--- src/rtl/ret_bank_pkg.sv ---
package ret_bank_pkg;

  // Source selected for the next value of the main register.
  typedef enum logic [1:0] {
    MSEL_HOLD    = 2'd0,
    MSEL_CAPTURE = 2'd1,
    MSEL_RESTORE = 2'd2,
    MSEL_CORRUPT = 2'd3
  } main_sel_e;

  // Priority: power loss, then restore, then capture, then hold.
  function automatic main_sel_e pick_main_sel(input logic powered,
                                              input logic restore,
                                              input logic capture);
    main_sel_e sel;
    if (!powered)      sel = MSEL_CORRUPT;
    else if (restore)  sel = MSEL_RESTORE;
    else if (capture)  sel = MSEL_CAPTURE;
    else               sel = MSEL_HOLD;
    return sel;
  endfunction

  // A strobe that arrives while the domain is off is a sequencing error.
  function automatic logic strobe_misuse(input logic powered,
                                         input logic save,
                                         input logic restore);
    return (save | restore) & ~powered;
  endfunction

  // A strobe takes effect only while the domain is powered.
  function automatic logic strobe_effective(input logic powered,
                                            input logic strobe);
    return strobe & powered;
  endfunction

endpackage

--- src/rtl/ret_main_reg.sv ---
module ret_main_reg
  import ret_bank_pkg::*;
#(
  parameter int unsigned       WIDTH     = 8,
  parameter logic [WIDTH-1:0]  RESET_VAL = '0
) (
  input  logic             clk,
  input  logic             dom_rst_n,
  input  logic             pwr_good,
  input  logic             wr_en,
  input  logic [WIDTH-1:0] d_in,
  input  logic             restore_stb,
  input  logic [WIDTH-1:0] shadow_q,
  output logic [WIDTH-1:0] main_q,
  output logic             restore_ev
);

  main_sel_e        sel;
  logic [WIDTH-1:0] main_d;

  assign restore_ev = strobe_effective(pwr_good, restore_stb);
  assign sel        = pick_main_sel(pwr_good, restore_stb, wr_en);

  always_comb begin
    unique case (sel)
      MSEL_CORRUPT: main_d = 'x;
      MSEL_RESTORE: main_d = shadow_q;
      MSEL_CAPTURE: main_d = d_in;
      default:      main_d = main_q;
    endcase
  end

  always_ff @(posedge clk or negedge dom_rst_n) begin
    if (!dom_rst_n) main_q <= RESET_VAL;
    else            main_q <= main_d;
  end

  AST_RESTORE_LOADS: assert property (@(posedge clk) disable iff (!dom_rst_n)
    restore_ev |=> main_q == $past(shadow_q));

  AST_CAPTURE_DATA: assert property (@(posedge clk) disable iff (!dom_rst_n)
    (pwr_good && wr_en && !restore_stb) |=> main_q == $past(d_in));

  AST_HOLD_IDLE: assert property (@(posedge clk) disable iff (!dom_rst_n)
    (pwr_good && !wr_en && !restore_stb) |=> $stable(main_q));

endmodule

--- src/rtl/ret_shadow_latch.sv ---
module ret_shadow_latch #(
  parameter int unsigned       WIDTH     = 8,
  parameter logic [WIDTH-1:0]  RESET_VAL = '0
) (
  input  logic             clk,
  input  logic             aon_rst_n,
  input  logic             save_ev,
  input  logic [WIDTH-1:0] main_q,
  output logic [WIDTH-1:0] shadow_q
);

  always_ff @(posedge clk or negedge aon_rst_n) begin
    if (!aon_rst_n)   shadow_q <= RESET_VAL;
    else if (save_ev) shadow_q <= main_q;
  end

  AST_SAVE_COPIES: assert property (@(posedge clk) disable iff (!aon_rst_n)
    save_ev |=> shadow_q == $past(main_q));

  AST_SHADOW_HOLDS: assert property (@(posedge clk) disable iff (!aon_rst_n)
    !save_ev |=> $stable(shadow_q));

endmodule

--- src/rtl/ret_iso_clamp.sv ---
module ret_iso_clamp #(
  parameter int unsigned WIDTH     = 8,
  parameter bit          CLAMP_ONE = 1'b0
) (
  input  logic             iso_n,
  input  logic [WIDTH-1:0] data_in,
  output logic [WIDTH-1:0] data_out
);

  localparam logic [WIDTH-1:0] CLAMP_WORD = {WIDTH{CLAMP_ONE}};

  generate
    if (CLAMP_ONE) begin : g_or_style
      assign data_out = data_in | {WIDTH{~iso_n}};
    end else begin : g_and_style
      assign data_out = data_in & {WIDTH{iso_n}};
    end
  endgenerate

  always_comb begin
    if (!iso_n) begin
      AST_CLAMP_CONST: assert (data_out == CLAMP_WORD);
    end
  end

endmodule

--- src/rtl/ret_clamp_bank.sv ---
module ret_clamp_bank
  import ret_bank_pkg::*;
#(
  parameter int unsigned       WIDTH     = 8,
  parameter logic [WIDTH-1:0]  RESET_VAL = '0,
  parameter bit                CLAMP_ONE = 1'b0
) (
  input  logic             clk,
  input  logic             aon_rst_n,
  input  logic             dom_rst_n,
  input  logic             pwr_good,
  input  logic             wr_en,
  input  logic [WIDTH-1:0] d_in,
  input  logic             save_stb,
  input  logic             restore_stb,
  input  logic             iso_n,
  output logic [WIDTH-1:0] q_out,
  output logic             seq_err
);

  logic [WIDTH-1:0] main_q;
  logic [WIDTH-1:0] shadow_q;
  logic             save_ev;
  logic             restore_ev;
  logic             misuse_ev;

  assign save_ev   = strobe_effective(pwr_good, save_stb);
  assign misuse_ev = strobe_misuse(pwr_good, save_stb, restore_stb);

  ret_main_reg #(.WIDTH(WIDTH), .RESET_VAL(RESET_VAL)) u_main (
    .clk         (clk),
    .dom_rst_n   (dom_rst_n),
    .pwr_good    (pwr_good),
    .wr_en       (wr_en),
    .d_in        (d_in),
    .restore_stb (restore_stb),
    .shadow_q    (shadow_q),
    .main_q      (main_q),
    .restore_ev  (restore_ev)
  );

  ret_shadow_latch #(.WIDTH(WIDTH), .RESET_VAL(RESET_VAL)) u_shadow (
    .clk       (clk),
    .aon_rst_n (aon_rst_n),
    .save_ev   (save_ev),
    .main_q    (main_q),
    .shadow_q  (shadow_q)
  );

  ret_iso_clamp #(.WIDTH(WIDTH), .CLAMP_ONE(CLAMP_ONE)) u_clamp (
    .iso_n    (iso_n),
    .data_in  (main_q),
    .data_out (q_out)
  );

  always_ff @(posedge clk or negedge aon_rst_n) begin
    if (!aon_rst_n) seq_err <= 1'b0;
    else            seq_err <= misuse_ev;
  end

  AST_ERR_ON_MISUSE: assert property (@(posedge clk) disable iff (!aon_rst_n)
    ((save_stb || restore_stb) && !pwr_good) |=> seq_err);

  AST_ERR_QUIET: assert property (@(posedge clk) disable iff (!aon_rst_n)
    !((save_stb || restore_stb) && !pwr_good) |=> !seq_err);

  AST_OFF_SAVE_IGNORED: assert property (@(posedge clk) disable iff (!aon_rst_n)
    !pwr_good |=> $stable(shadow_q));

  AST_OFF_NO_RESTORE: assert property (@(posedge clk) disable iff (!aon_rst_n)
    !pwr_good |-> !restore_ev);

  AST_ISO_OUTPUT: assert property (@(posedge clk) disable iff (!aon_rst_n)
    !iso_n |-> q_out == {WIDTH{CLAMP_ONE}});

  AST_SWAP: assert property (@(posedge clk) disable iff (!aon_rst_n || !dom_rst_n)
    (save_ev && restore_ev) |=> shadow_q == $past(main_q) && main_q == $past(shadow_q));

endmodule

--- config.mk ---
export PLATFORM = sky130hd
export DESIGN_NAME = ret_clamp_bank
export DESIGN_NICKNAME = d
export VERILOG_FILES = /design/src/rtl/ret_bank_pkg.sv /design/src/rtl/ret_main_reg.sv /design/src/rtl/ret_shadow_latch.sv /design/src/rtl/ret_iso_clamp.sv /design/src/rtl/ret_clamp_bank.sv
export SDC_FILE = /design/constraint.sdc
export NUM_CORES = 1
export LEC_CHECK = 0
export BUFFER_PORTS_ARGS = -buffer_cell sky130_fd_sc_hd__buf_2
export CAP_MARGIN = 15
export CORE_MARGIN = 2
export CORE_UTILIZATION = 44
export DETAILED_ROUTE_END_ITERATION = 16
export HOLD_SLACK_MARGIN = 0.05
export PLACE_DENSITY = 0.78
export SYNTH_ARGS = -nofsm -noshare
export SYNTH_HDL_FRONTEND = slang
export SYNTH_SLANG_ARGS = --single-unit
--- constraint.sdc ---
create_clock -name clk -period 1.2 [get_ports clk]
set_clock_uncertainty 0.2 [all_clocks]
set_input_delay 0 -clock clk [delete_from_list [all_inputs] [get_ports clk]]
set_output_delay 0 -clock clk [all_outputs]
set_load 0.005 [all_outputs]
==> results of run 1 <==
-- per-layer routing --
layer / wire length, um / global-route usage / vias up
li1: - / - / 283
met1: 737 / 0.2067 / 305
met2: 901 / 0.3040 / 18
met3: 80 / 0.05660 / 6
met4: 23 / 0.04865 / 0
met5: 0 / 0 / -
-- timing repair --
item                                    CTS  global route
hold buffers                             14             3
hold endpoints to repair                 34            24
pin swaps                                 1             4
endpoints found under the setup margin   11            32
buffers inserted                          2             0
gates resized for setup                   7             5
-- worst register-to-register path, stage by stage (launching register included) --
cell     delay [ns]
dfrtp_1        0.41
mux2_4         0.28
mux2_4         0.25
-- cell usage after synthesis, drive strengths merged --
cell   number  area share
mux2       24        0.39
dfrtp      17        0.51
and2        8       0.059
buf         2       0.022
nor2        2      0.0089
nand2       1      0.0045
nor2b       1      0.0074
-- how the worst max path moves through the flow --
stage / from / end / slack, ns / cells past startpoint
final: u_main.main_q[5]$_DFFE_PN0P_ / q_out[5] / -0.06 / 3
after global routing: u_main.main_q[5]$_DFFE_PN0P_ / q_out[5] / -0.10 / 3
after CTS: u_main.main_q[5]$_DFFE_PN0P_ / q_out[5] / -0.08 / 3
after detailed placement: u_main.main_q[2]$_DFFE_PN0P_ / u_main.main_q[2]$_DFFE_PN0P_ / -0.02 / 2
after global placement: u_main.main_q[2]$_DFFE_PN0P_ / u_main.main_q[2]$_DFFE_PN0P_ / -0.02 / 2
after floorplan: u_main.main_q[0]$_DFFE_PN0P_ / u_main.main_q[0]$_DFFE_PN0P_ / 0.02 / 2
-- kinds of logic (layout without fill, tap and decap cells) --
| logic type | count (synthesis) | count (layout) | share of synthesized area |
|---|---|---|---|
| simple gates | 12 | 12 | 0.08024 |
| mux | 24 | 24 | 0.3923 |
| buf+inv | 2 | 49 | 0.02229 |
| flops | 17 | 17 | 0.5052 |
-- where the power goes --
group          switching [mW]  internal (mW)  total [mW]
clock network           0.177          0.124       0.301
registers               0.159          0.834       0.993
logic                   0.237          0.687       0.924
-- layout make-up --
cell class                 instances  area (um2)  share of cell area
clock buffer                       3       22.52             0.01795
clock inverter                     1       5.005            0.003988
multi-input combinational         36       411.6              0.3280
sequential                        17       425.4              0.3390
tap                               25       31.28             0.02493
timing repair buffer              45       359.1              0.2861
-- per-stage QoR --
step,TNS (ns),cells,power (mW),area (um2),utilization
2_1_floorplan,0,55,1.455,842.1,-
3_3_place_gp,-0.02676,107,1.681,1025,0.5809
3_5_place_dp,-0.07143,107,1.723,1025,0.5809
4_1_cts,-0.7495,127,2.197,1236,0.7007
5_1_grt,-1.171,127,2.359,1255,0.7113
6_report,-0.6824,127,2.218,1255,0.7113
-- cell usage in the layout, fill, tap and decap left out --
cell,synthesis,final
nor2b_1,1,1
nand2_2,0,1
dlygate4sd3_1,0,14
clkbuf_4,0,3
mux2_2,8,7
clkinv_2,0,1
buf_6,1,7
dfrtp_1,17,17
buf_2,0,21
buf_12,0,1
nor2_1,2,2
mux2_4,16,17
and2_1,8,5
and2_4,0,3
buf_4,1,2
-- state kept, by name (all words and copies together) (netlist names) --
name,cells
u_shadow.shadow_q,8
u_main.main_q,8
seq_err,1
==> results.json, run 1 <==
{
  "totalWireLength_mm": 1.742,
  "cts_buffer_depth": 2,
  "worstSkewPairLatency_ns": 0.30,
  "grt_max_degree": 11,
  "startpoint_type": "flop",
  "drive_gt1_frac": 0.6176,
  "critPathTopFamily": "flip-flops",
  "grt_pass1_wl_mm": 2.601,
  "vdd_drop_max_v": 0.001417,
  "setup_viol": 19,
  "hold_slack_ns": -0.2562,
  "worstMarginPinSlew_ns": 0.2947,
  "diodes": 0,
  "required_ns": 1.00,
  "cts_htree_levels": 1,
  "fill_cells": 147,
  "rsz0062_at_grt": "yes",
  "power_leakage_nw": 0.6364,
  "timing.rr.start": "u_main.main_q[3]$_DFFE_PN0P_",
  "detail-route-antenna-nets": 0,
  "clk_pin_slew_ns": 0.10,
  "clockRootBuffer": "clkbuf_4",
  "rr_worst_depth": 2,
  "reg2reg_setup_slack_ns": -0.05,
  "drv_cap": 0,
  "port_buffers": 24,
  "yosysWarnings": 0,
  "rows": 15,
  "crit_type": "flop to primary output",
  "slew_headroom": 0.8036,
  "finalCritPeriodShare": 1.054,
  "coreArea_um2": 1764,
  "yosysUniqueCellTypes": 9,
  "drc": 0,
  "die_w_um": 47.75,
  "nets": 119,
  "syn-cell-area_um2": 842.1,
  "hpwl_mm": 1.106,
  "drt_iter0_drc": 4,
  "fin_ws_ns": -0.06456,
  "avgSynthCellArea_um2": 15.31,
  "crit_buf_inv": 2,
  "crit_path_cell_trace": "buf_6, and2_4, buf_6",
  "holdPathEnd": "seq_err$_DFF_PN0_",
  "hp-class": "input port to flop",
  "cp_data_arrival_time_ns": 1.06,
  "ios": 25,
  "cts_buffers": 3,
  "report.final.slew_viol_count": 0,
  "max_stage_delay_ns": 0.40,
  "crit_fanout": 2,
  "crit_slowest_cell": "dfrtp_1",
  "start_util": 0.4773,
  "grt_overflow": 0,
  "die_h_um": 47.75,
  "seq_area_frac_synth": 0.5052,
  "critPathCaptureType": "primary output",
  "timing.final.crit_period_ns": 1.265,
  "fmax_mhz": 790.8,
  "grt_pass1_vias": 597,
  "r2r-end": "u_main.main_q[3]$_DFFE_PN0P_",
  "finalWeightedCongestion": 0.6652,
  "min_from": "restore_stb",
  "syn_nets": 71,
  "drt_pass1_iterations": 4,
  "powerDensity_nw_per_um2": 1767,
  "grt_usage": 0.1750,
  "wl_per_cell_um": 13.72,
  "violations": "negative hold slack, negative setup slack",
  "pre_cts_ws_ns": -0.01752,
  "antenna_found_initial": 0,
  "holdPathStages": 3,
  "syn_inst": 55,
  "die_area_um2": 2280,
  "outcome": "complete, but fails checks",
  "synth-seq-cells": 17,
  "clock_sinks": 17,
  "cts_tree": "built",
  "viasPerCell": 4.819,
  "cp_common_cell": "buf_6",
  "area_growth_pct": 49.03,
  "num_vias": 612,
  "final_hold_viol_count": 1
}
(Power assumes the default switching activity.)
==> run 2, diff against run 1 <==
--- a/config.mk
+++ b/config.mk
@@ -10,8 +10,9 @@
 export CORE_MARGIN = 2
-export CORE_UTILIZATION = 44
+export CORE_UTILIZATION = 45
 export DETAILED_ROUTE_END_ITERATION = 16
 export HOLD_SLACK_MARGIN = 0.05
-export PLACE_DENSITY = 0.78
+export PLACE_DENSITY = 0.79
 export SYNTH_ARGS = -nofsm -noshare
 export SYNTH_HDL_FRONTEND = slang
+export SYNTH_HIERARCHICAL = 1
 export SYNTH_SLANG_ARGS = --single-unit
==> constraint.sdc (replaced) <==
create_clock -name clk -period 1.11 [get_ports clk]
set_clock_uncertainty 0.2 [all_clocks]
set_input_delay 0 -clock clk [delete_from_list [all_inputs] [get_ports clk]]
set_output_delay 0 -clock clk [all_outputs]
set_load 0.05 [all_outputs]
==> results.json, run 2 <==
{
  "antenna_found_initial": 0,
  "worstSkewPairLatency_ns": 0.29,
  "cts_tree": "built",
  "area_growth_pct": 45.43,
  "syn-cell-area_um2": 889.6,
  "cts_buffer_depth": 2,
  "yosysWarnings": 6,
  "drive_gt1_frac": 0.7368,
  "rows": 16,
  "finalWeightedCongestion": 0.6837,
  "port_buffers": 24,
  "detail-route-antenna-nets": 0,
  "syn_nets": 71,
  "viasPerCell": 4.762,
  "coreArea_um2": 1922,
  "vdd_drop_max_v": 0.001215,
  "wl_per_cell_um": 15.89,
  "drc": 0,
  "totalWireLength_mm": 1.939,
  "hold_slack_ns": -0.1360,
  "finalCritPeriodShare": 1.185,
  "crit_path_cell_trace": "buf_6, and2_4, buf_8",
  "max_stage_delay_ns": 0.41,
  "power_leakage_nw": 0.6583,
  "cts_htree_levels": 1,
  "share_comb_of_total_power": 0.525,
  "fill_cells": 157,
  "fin_ws_ns": -0.2050,
  "final_cell_mix": "24 x mux2_4, 17 x dfrtp_1, 14 x buf_2, 9 x buf_6, 8 x and2_4",
  "die_area_um2": 2348,
  "final_common_cell": "mux2_4",
  "pwr-share-clk": 0.109,
  "hpwl_mm": 1.272,
  "crit_slowest_cell": "dfrtp_1",
  "grt_overflow": 0,
  "cp_data_arrival_time_ns": 1.12,
  "multi_input_area_um2": 454.2,
  "start_util": 0.4629,
  "cts_buffers": 3,
  "power_switching_mw": 0.9635,
  "nets": 112,
  "die_h_um": 48.46,
  "seq_power_share": 0.366,
  "grt_pass1_vias": 651,
  "hp-class": "input port to flop",
  "timing.final.crit_period_ns": 1.315,
  "p_int_mw": 2.038,
  "startpoint_type": "flop",
  "avgSynthCellArea_um2": 16.17,
  "die_w_um": 48.46,
  "critPathCaptureType": "primary output",
  "final_hold_viol_count": 8,
  "reg.largest.list": "u_main/main_q x8, u_shadow/shadow_q x8, seq_err x1",
  "postCtsHoldBufs": 5,
  "fmax_mhz": 760.4,
  "drv_cap": 0,
  "violations": "negative hold slack, negative setup slack",
  "clock_sinks": 17,
  "powerDensity_nw_per_um2": 2320,
  "switching_share": 0.3210,
  "ios": 25,
  "crit_type": "flop to primary output",
  "drt_iter0_drc": 1,
  "syn_inst": 55,
  "drt_pass1_iterations": 4,
  "grt_max_degree": 10,
  "report.final.slew_viol_count": 0,
  "num_vias": 581,
  "pre_cts_ws_ns": -0.1212,
  "grt_usage": 0.1891,
  "required_ns": 0.91,
  "setup_viol": 18,
  "clk_pin_slew_ns": 0.10,
  "outcome": "complete, but fails checks",
  "ff_latch_area_um2": 425.4,
  "diodes": 0,
  "power.total_mw": 3.002,
  "clockRootBuffer": "clkbuf_4",
  "fin_util": 0.6732,
  "slew_headroom": 0.8005,
  "grt_pass1_wl_mm": 3.229,
  "crit_fanout": 2,
  "rsz0062_at_grt": "yes",
  "worstMarginPinSlew_ns": 0.2993
}
run 2: changes by cell type in the layout (fill, tap and decap cells not counted), moves of 7 or more:
| cell | change |
|---|---|
| buf_2 | -7 |
| dlygate4sd3_1 | -9 |
| mux2_2 | -7 |
| mux2_4 | +7 |
run 2: layout make-up:
class                   count  share of cell area
clock buffers               4             0.02031
flip-flops and latches     17              0.3288
multi-input cells          35              0.3511
repair buffers             39              0.2737
well taps                  27             0.02611
run 2: timing repair:
action / 4_1_cts / 5_1_grt
cloned: 0 / 0
buffers inserted: 3 / 2
pin swaps: 3 / 0
hold endpoints to repair: 26 / 8
endpoints found under the setup margin: 16 / 29
gates resized for setup: 32 / 6
run 2: critical path, delay by kind of cell (launching register included):
family	cells	cell delay, ns
flops	1	0.41
buf+inv	2	0.26
simple gates	1	0.15
run 2: per-layer routing:
layer | GRT usage | up-vias | share of wire
met5 | 0 | - | 0
met4 | 0.02857 | 0 | 0.0077
met3 | 0.07099 | 2 | 0.057
met2 | 0.3171 | 21 | 0.51
met1 | 0.2385 | 289 | 0.43
li1 | - | 269 | -
run 2: power by group through the flow:
stage / Sequential [mW] / Clock [mW] / Combinational [mW]
after floorplan: 1.05 / 0 / 0.898
after detailed placement: 1.09 / 0 / 1.17
after global placement: 1.06 / 0 / 1.13
after global routing: 1.14 / 0.369 / 1.65
final: 1.10 / 0.326 / 1.58
after CTS: 1.09 / 0.341 / 1.51
run 2: final timing paths:
check                                                       from                      endpoint  slack, ns  cells after the start
min in group asynchronous                              dom_rst_n  u_main/main_q[4]$_DFFE_PN0P_       0.44                      3
worst max register to register      u_main/main_q[6]$_DFFE_PN0P_  u_main/main_q[6]$_DFFE_PN0P_      -0.14                      2
max in group asynchronous                              aon_rst_n             seq_err$_DFF_PN0_       0.07                      3
worst min-delay path                                     d_in[4]  u_main/main_q[4]$_DFFE_PN0P_      -0.14                      3
worst max-delay path                u_main/main_q[5]$_DFFE_PN0P_                      q_out[5]      -0.21                      3
worst min register to register  u_shadow/shadow_q[4]$_DFFE_PN0P_  u_main/main_q[4]$_DFFE_PN0P_       0.30                      1
run 2: stage by stage:
stage | instances | setup TNS, ns | cell area (um2)
floorplan | 55 | -0.6126 | 889.6
global placement | 109 | -0.7222 | 1071
detailed placement | 109 | -0.8305 | 1071
CTS | 121 | -2.211 | 1270
global route | 122 | -2.855 | 1294
finish | 122 | -2.189 | 1294
==> run 3, diff against run 2 <==
PLACE_DENSITY = 0.73   (was 0.79)
==> results.json, run 3 (synthesis gave the netlist of run 2 again) <==
{
  "outcome": "complete, but fails checks",
  "violations": "negative hold slack, negative setup slack",
  "wl_per_cell_um": 15.26,
  "holdPathEnd": "u_main/main_q[3]$_DFFE_PN0P_",
  "viasPerCell": 4.688,
  "rr_worst_depth": 3,
  "grt_max_degree": 11,
  "worstSkewPairLatency_ns": 0.29,
  "totalWireLength_mm": 1.953,
  "fin_ws_ns": -0.2537,
  "rows": 16,
  "numPlacedInstances": 113,
  "min_from": "d_in[3]",
  "worstMarginPinSlew_ns": 0.2951,
  "cp-startpoint": "u_main/main_q[3]$_DFFE_PN0P_",
  "reg.largest.list": "u_main/main_q x8, u_shadow/shadow_q x8, seq_err x1",
  "area_growth_pct": 52.18,
  "hold_slack_ns": -0.1369,
  "clockRootBuffer": "clkbuf_4",
  "hp-class": "input port to flop",
  "ios": 25,
  "vdd_drop_max_v": 0.001314,
  "coreArea_um2": 1922,
  "fmax_mhz": 733.3,
  "port_buffers": 24,
  "p_int_mw": 2.133,
  "drt_iter0_drc": 11,
  "switching_share": 0.3200,
  "start_util": 0.4629,
  "timing.rr.start": "u_main/main_q[3]$_DFFE_PN0P_",
  "nets": 118,
  "place_area_um2": 1101,
  "final_hold_viol_count": 8,
  "drc": 0,
  "num_vias": 600,
  "rsz0062_at_grt": "yes",
  "crit_fanout": 2,
  "critPathCaptureType": "flop",
  "drv_cap": 0,
  "cp_common_cell": "mux2_4",
  "r2r-end": "u_main/main_q[3]$_DFFE_PN0P_",
  "grt_pass1_wl_mm": 3.318,
  "antenna_found_initial": 0,
  "max_stage_delay_ns": 0.42,
  "startpoint_type": "flop",
  "power_leakage_nw": 0.6918,
  "drt_pass1_iterations": 6,
  "crit_slowest_cell": "dfrtp_1",
  "fin_area_um2": 1354,
  "crit_buf_inv": 1,
  "pwr-share-clk": 0.107,
  "share_comb_of_total_power": 0.543,
  "final_cell_mix": "24 x mux2_4, 17 x dfrtp_1, 16 x buf_2, 12 x buf_6, 8 x and2_4",
  "finalWeightedCongestion": 0.7193,
  "required_ns": 1.10,
  "final_common_cell": "mux2_4",
  "crit_path_cell_trace": "buf_4, mux2_4, mux2_4",
  "cts_htree_levels": 1,
  "cts_buffer_depth": 2,
  "cts_buffers": 3,
  "fin_cells": 128,
  "setup_viol": 18,
  "drive_gt1_frac": 0.7525,
  "holdPathStages": 3,
  "timing.final.crit_period_ns": 1.364,
  "seq_power_share": 0.350,
  "diodes": 0,
  "die_area_um2": 2348,
  "die_h_um": 48.46,
  "crit_type": "flop to flop",
  "clock_sinks": 17,
  "finalCritPeriodShare": 1.229,
  "die_w_um": 48.46,
  "grt_overflow": 0,
  "critPathTopFamily": "multiplexers",
  "cp_data_arrival_time_ns": 1.36,
  "power_switching_mw": 1.004,
  "report.final.slew_viol_count": 0,
  "powerDensity_nw_per_um2": 2317,
  "slew_headroom": 0.8033,
  "hpwl_mm": 1.216,
  "reg2reg_setup_slack_ns": -0.25,
  "grt_pass1_vias": 653,
  "cts_tree": "built",
  "grt_usage": 0.1896,
  "clk_pin_slew_ns": 0.11,
  "detail-route-antenna-nets": 0
}
==> run 3: cell count changes in the layout (fill, tap and decap cells not counted) <==
| cell | before | now |
|---|---|---|
| buf_6 | 9 | 12 |
| dlygate4sd3_1 | 5 | 7 |
| nor2b_1 | 1 | 0 |
| nor2b_2 | 0 | 1 |
| clkbuf_4 | 5 | 3 |
| clkinv_2 | 0 | 1 |
| clkbuf_1 | 1 | 0 |
| buf_4 | 3 | 4 |
| buf_2 | 14 | 16 |
==> run 3: worst max-delay path by stage <==
stage                                   endpoint  cells after the start  slack, ns
finish              u_main/main_q[3]$_DFFE_PN0P_                      3      -0.25
floorplan           u_main/main_q[0]$_DFFE_PN0P_                      2      -0.08
CTS                 u_main/main_q[3]$_DFFE_PN0P_                      3      -0.24
global placement    u_main/main_q[6]$_DFFE_PN0P_                      2      -0.09
detailed placement  u_main/main_q[1]$_DFFE_PN0P_                      2      -0.11
global route        u_main/main_q[3]$_DFFE_PN0P_                      3      -0.28
==> run 3: cell type report <==
type | count | area (um2)
multi-input combinational | 35 | 456.7
sequential | 17 | 425.4
clock inverter | 1 | 5.005
fill | 142 | 568.0
clock buffer | 3 | 22.52
tap | 27 | 33.78
timing repair buffer | 45 | 410.4
==> run 3: what timing repair did <==
item,in CTS,in global routing
cloned,0,0
setup buffers,2,3
hold buffers,7,1
gates resized for setup,35,5
endpoints found under the hold margin,26,9
endpoints found under the setup margin,16,19
==> run 3: layer usage <==
layer | global-route usage | wire length [um]
met1 | 0.2525 | 833
met2 | 0.3125 | 1050
met3 | 0.04012 | 68
met4 | 0.05714 | 0
met5 | 0 | 0
==> run 3: power groups by stage <==
stage | clock, mW | sequential (mW) | combinational, mW
finish | 0.336 | 1.10 | 1.70
floorplan | 0 | 1.05 | 0.898
global placement | 0 | 1.05 | 1.24
global route | 0.389 | 1.13 | 1.79
CTS | 0.349 | 1.08 | 1.62
detailed placement | 0 | 1.07 | 1.26
==> run 3: tightest hold or removal path: stages <==
cell    delay, ns
buf_2        0.08
mux2_4       0.12
mux2_4       0.13
==> run 3: stage by stage <==
stage / worst slack [ns] / hold WS [ns] / total power, mW / utilization / setup TNS, ns
2_1_floorplan: -0.07657 / -0.4956 / 1.944 / - / -0.6126
3_3_place_gp: -0.09285 / -0.3414 / 2.299 / 0.5729 / -0.6814
3_5_place_dp: -0.1111 / -0.3390 / 2.334 / 0.5729 / -0.7769
4_1_cts: -0.2392 / -0.1577 / 3.053 / 0.6895 / -3.278
5_1_grt: -0.2779 / -0.1472 / 3.308 / 0.7044 / -3.870
6_report: -0.2537 / -0.1369 / 3.137 / 0.7044 / -3.210
